$ cat src/rtl/lockout_pkg.sv
package lockout_pkg;

  // One state per debounced output level.
  typedef enum logic {
    ST_LOW  = 1'b0,
    ST_HIGH = 1'b1
  } lvl_state_e;

endpackage

$ cat src/rtl/lockout_sync.sv
module lockout_sync #(
  parameter int STAGES = 2
) (
  input  logic clk_i,
  input  logic d_i,
  output logic q_o
);

  logic [STAGES-1:0] chain_q;
  logic [STAGES-1:0] chain_d;

  // Shift the raw level one flop further down the chain on each edge.
  always_comb begin
    chain_d[0] = d_i;
    for (int i = 1; i < STAGES; i++) begin
      chain_d[i] = chain_q[i-1];
    end
  end

  // Synchronizer flops carry no reset; reset depth is covered by holding
  // reset for more than STAGES cycles.
  always_ff @(posedge clk_i) begin
    chain_q <= chain_d;
  end

  assign q_o = chain_q[STAGES-1];

endmodule

$ cat src/rtl/lockout_timer.sv
module lockout_timer #(
  parameter int CNT_W = 20
) (
  input  logic             clk_i,
  input  logic             rst_ni,
  input  logic             start_i,
  output logic             busy_o,
  output logic [CNT_W-1:0] count_o
);

  localparam logic [CNT_W-1:0] CntOne = CNT_W'(1);

  logic [CNT_W-1:0] cnt_q;
  logic [CNT_W-1:0] cnt_d;
  logic             cnt_en;

  // The counter runs whenever it is nonzero, so it always comes back to zero.
  assign busy_o = |cnt_q;
  assign cnt_en = start_i | busy_o;

  always_comb begin
    if (start_i) begin
      cnt_d = CntOne;
    end else begin
      cnt_d = cnt_q + CntOne;
    end
  end

  always_ff @(posedge clk_i or negedge rst_ni) begin
    if (!rst_ni) begin
      cnt_q <= '0;
    end else if (cnt_en) begin
      cnt_q <= cnt_d;
    end
  end

  assign count_o = cnt_q;

endmodule

$ cat src/rtl/lockout_fsm.sv
module lockout_fsm
  import lockout_pkg::*;
(
  input  logic       clk_i,
  input  logic       rst_ni,
  input  logic       sync_i,
  input  logic       busy_i,
  output lvl_state_e state_o,
  output logic       start_o
);

  lvl_state_e state_q;
  lvl_state_e state_d;
  lvl_state_e seed_state;

  assign seed_state = sync_i ? ST_HIGH : ST_LOW;

  // Next-state logic: accept an opposite level only when no lockout is running.
  always_comb begin
    state_d = state_q;
    start_o = 1'b0;
    unique case (state_q)
      ST_LOW: begin
        if (!busy_i && sync_i) begin
          state_d = ST_HIGH;
          start_o = 1'b1;
        end
      end
      ST_HIGH: begin
        if (!busy_i && !sync_i) begin
          state_d = ST_LOW;
          start_o = 1'b1;
        end
      end
      default: begin
        state_d = seed_state;
      end
    endcase
  end

  // While reset is held, the state is loaded from the synchronized input, so
  // leaving reset enters the state that matches the switch.
  always_ff @(posedge clk_i) begin
    if (!rst_ni) begin
      state_q <= seed_state;
    end else begin
      state_q <= state_d;
    end
  end

  assign state_o = state_q;

endmodule

$ cat src/rtl/lockout_debouncer.sv
module lockout_debouncer
  import lockout_pkg::*;
#(
  parameter int CNT_W       = 20,
  parameter int SYNC_STAGES = 2
) (
  input  logic clk_i,
  input  logic rst_ni,
  input  logic raw_i,
  output logic level_o
);

  logic             sync_lvl;
  logic             lock_busy;
  logic             lock_start;
  logic [CNT_W-1:0] lock_cnt;
  lvl_state_e       lvl_state;

  lockout_sync #(
    .STAGES (SYNC_STAGES)
  ) sync_i (
    .clk_i (clk_i),
    .d_i   (raw_i),
    .q_o   (sync_lvl)
  );

  lockout_fsm fsm_i (
    .clk_i   (clk_i),
    .rst_ni  (rst_ni),
    .sync_i  (sync_lvl),
    .busy_i  (lock_busy),
    .state_o (lvl_state),
    .start_o (lock_start)
  );

  lockout_timer #(
    .CNT_W (CNT_W)
  ) timer_i (
    .clk_i   (clk_i),
    .rst_ni  (rst_ni),
    .start_i (lock_start),
    .busy_o  (lock_busy),
    .count_o (lock_cnt)
  );

  assign level_o = (lvl_state == ST_HIGH);

endmodule

$ cat config.mk
export PLATFORM = sky130hd
export DESIGN_NAME = lockout_debouncer
export DESIGN_NICKNAME = d
export VERILOG_FILES = /design/src/rtl/lockout_pkg.sv /design/src/rtl/lockout_sync.sv /design/src/rtl/lockout_timer.sv /design/src/rtl/lockout_fsm.sv /design/src/rtl/lockout_debouncer.sv
export SDC_FILE = /design/constraint.sdc
export NUM_CORES = 1
export LEC_CHECK = 0
export BUFFER_PORTS_ARGS = -buffer_cell sky130_fd_sc_hd__buf_2
export CAP_MARGIN = 20
export CORE_MARGIN = 5
export CORE_UTILIZATION = 49
export DETAILED_ROUTE_END_ITERATION = 10
export PLACE_DENSITY_LB_ADDON = 0.2
export SYNTH_ARGS = -nofsm -noshare
export SYNTH_HDL_FRONTEND = slang
export SYNTH_SLANG_ARGS = --single-unit
$ cat constraint.sdc
create_clock -name clk_i -period 1.65 [get_ports clk_i]
set_clock_uncertainty 0.2 [all_clocks]
set_input_delay 0.4125 -clock clk_i [delete_from_list [all_inputs] [get_ports clk_i]]
set_output_delay 0.4125 -clock clk_i [all_outputs]
set_load 0.005 [all_outputs]
==> results.tsv <==
stage	metric	value	unit
worst_setup_path	slowest cell delay on critical path	420	ps
finish	final cell count without fillers	172	
worst_setup_path	Slowest-stage cell, CP	dfrtp_1	
timing	unrepaired setup endpoints after global routing	yes	
clock_tree	CTS Sinks	23	
outcome	status	finished, violations left	
grt	initial antenna violation count	0	
floorplanning	row count	17	
outcome	violated checks	negative setup slack	
timing	final hold slack	153	ps
floorplanning	I/O Pins	4	
worst_setup_path	Critical Path RT	1660	ps
finish	Layout area overhead	46.3	%
floorplanning	Std-Cell Core Area	2150	um2
finish	share of cells above drive strength 1	0.438	
worst_setup_path	Setup CP Type	reg -> reg	
grt	largest net degree at the start of global routing	20	
clock_tree	Max Root-Sink Buffers	2	
timing	Hold Violations, Final	0	
place	Port-buffer cells	3	
floorplanning	Die X	56.8	um
place	Inst Count DP	150	
logic_synthesis	synthesis-stage register bit count	23	
place	GPL Wtd Cong	0.821	
worst_setup_path	Worst EP arrival	1780	ps
timing	Worst slew margin	0.805	
floorplanning	Initial Util	0.500	
worst_setup_path	Worst setup SP type	register	
timing	period utilization	1.07	
pwr	Static Leakage	0.787	nW
worst_hold_path	Hold WC Path Type	reg -> reg	
logic_synthesis	yosys warns	0	
routing	Post-route DRC	0	
clock_tree	Root Buffer Master	clkbuf_4	
routing	DRT antenna net count	0	
timing	final count of pins violating max slew	0	
finish	NumNets Final	150	
clock_tree	worst-skew pair later-pin latency	320	ps
clock_tree	H-tree levels	1	
worst_setup_path	buffers plus inverters on the worst setup path	0	
grt	vias in the first global route	862	
routing	DR pass1 iterations	4	
worst_setup_path	CP max FO	4	
routing	DR WL/cell	14.9	um
floorplanning	Die ar.	3230	um2
finish	Ant. Diodes	0	
timing	min cycle time layout	1770	ps
pwr	Cell Pwr Density	1180	nW/um2
logic_synthesis	Synth Net Count	99	
routing	Via-to-Cell Ratio	5.16	
place	post-DP HPWL	1.58	mm
logic_synthesis	count of cell types in the netlist	22	
grt	total track usage	0.155	
logic_synthesis	Syn Std Cell Area	1070	um2
logic_synthesis	Gate Count Post-Synth	94	
clock_tree	TritonCTS clock tree	built	
logic_synthesis	Seq/Total Area, Yosys	0.531	
clock_tree	clock-pin slew on the worst setup and hold paths	120	ps
clock_tree	CTS Buf Count	3	
timing	# setup viols final	9	
pwr	worst IR drop on VDD	0.000828	V
worst_setup_path	Setup crit end kind	register	
routing	routed wire length	2.56	mm
grt	global-route wire length before repair	3.83	mm
timing	setup ws final	-120	ps
timing	Least-Margin Pin Slew	291	ps
floorplanning	die height	56.8	um
timing	FMAX	565	MHz
grt	grt ovf	0	
worst_setup_path	Top delay family on crit path	simple AND/OR/NAND/NOR gates	
routing	DR iter-0 viols	27	
worst_setup_path	crit-path cells	nor4_2, nand2_1, nor3_4, mux2_4	
job	MaxCap Viol Count	0	
routing	vias	888	
logic_synthesis	Avg Cell Area, Syn	11.4	um2
## through the flow
step | utilization | total power, W | TNS [ps] | cell area (um2) | setup WS (ps)
after global placement | 0.612 | 0.00132 | -148 | 1320 | -40.8
after detailed placement | 0.612 | 0.00135 | -233 | 1320 | -64.4
after global routing | 0.731 | 0.00198 | -1240 | 1570 | -167
final | 0.731 | 0.00186 | -441 | 1570 | -120
after floorplan | - | 0.00108 | -30.8 | 1080 | -18.9
after CTS | 0.656 | 0.00166 | -113 | 1410 | -35.6
## power breakdown
part | switching [W] | internal [W]
registers | 0.000124 | 0.000670
logic | 0.000340 | 0.000456
clock network | 0.000175 | 0.0000946
## what timing repair did
item	CTS	global route
setup endpoints to repair	12	14
gates resized for setup	5	14
buffers inserted	3	15
pin swaps	7	14
endpoints found under the hold margin	21	0
hold buffers	2	0
gates cloned	0	0
## worst paths after layout
check	from	endpoint	slack, ps	depth (start not counted)
max	timer_i.count_o[16]	timer_i.count_o[0]	-120	4
min	sync_i.chain_q[0]	sync_i.chain_q[1]	150	0
max reg2reg	timer_i.count_o[16]	timer_i.count_o[0]	-120	4
min reg2reg	sync_i.chain_q[0]	sync_i.chain_q[1]	150	0
max in group asynchronous	rst_ni	timer_i.count_o[0]	610	3
min in group asynchronous	rst_ni	timer_i.count_o[1]	210	2
## layout by cell type, fill, tap and decap left out, types with 3 or more instances in the layout
cell type  count
nand2_1       11
inv_1          4
buf_2          3
nor2_1         5
buf_4         37
buf_6          4
dfrtp_1       18
xnor2_1       14
clkbuf_4       3
nor4_2         3
nand4_1        4
nand3_1        6
nor3_4         3
xor2_1         5
## worst reg2reg max path, cell delays in order (launching register included)
cell	delay [ps]
dfrtp_1	420
nor4_2	320
nand2_1	150
nor3_4	260
mux2_4	320
## routing by layer
metal	up-vias	GRT usage	part of all wire
li1	420	-	-
met1	432	0.199	0.44
met2	29	0.244	0.48
met3	7	0.0483	0.059
met4	0	0.0563	0.018
met5	-	0	0
## cells in the mapped netlist
cell,count,area share
and3_1,1,0.0058
dfrtp_1,20,0.47
dfxtp_1,2,0.037
edfxtp_1,1,0.028
ha_1,2,0.023
inv_1,4,0.014
mux2_2,1,0.010
mux2i_1,1,0.0093
nand2_1,12,0.042
nand2b_1,1,0.0058
nand3_1,7,0.033
nand3b_1,1,0.0070
nand4_1,4,0.023
nand4_4,1,0.020
nor2_1,6,0.021
nor3_1,3,0.014
nor3_4,1,0.015
nor4_1,4,0.023
nor4_4,2,0.040
o21a_1,1,0.0070
xnor2_1,14,0.11
xor2_1,5,0.041
## sequential cells by signal, indices dropped and copies added, names as in the netlist, named ones only
name / count
timer_i.count_o: 20
sync_i.chain_q: 2
## cell type report
type / count / area [um2]
inverters: 4 / 15.0
well taps: 28 / 35.0
flip-flops and latches: 23 / 573
multi-input cells: 67 / 563
fillers: 137 / 578
repair buffers: 46 / 358
clock buffers: 4 / 26.3
## kinds of logic after synthesis
kind of cell               count (synthesis)  share of synthesized area
and+or+nand+nor                           43                      0.249
buffers and inverters                      4                     0.0140
muxes                                      2                     0.0198
DFF                                       23                      0.531
adders and majority gates                  2                     0.0233
xor gates and xnor gates                  19                      0.155
AOI/OAI and AO/OA                          1                    0.00700
(Power assumes the default switching activity.)
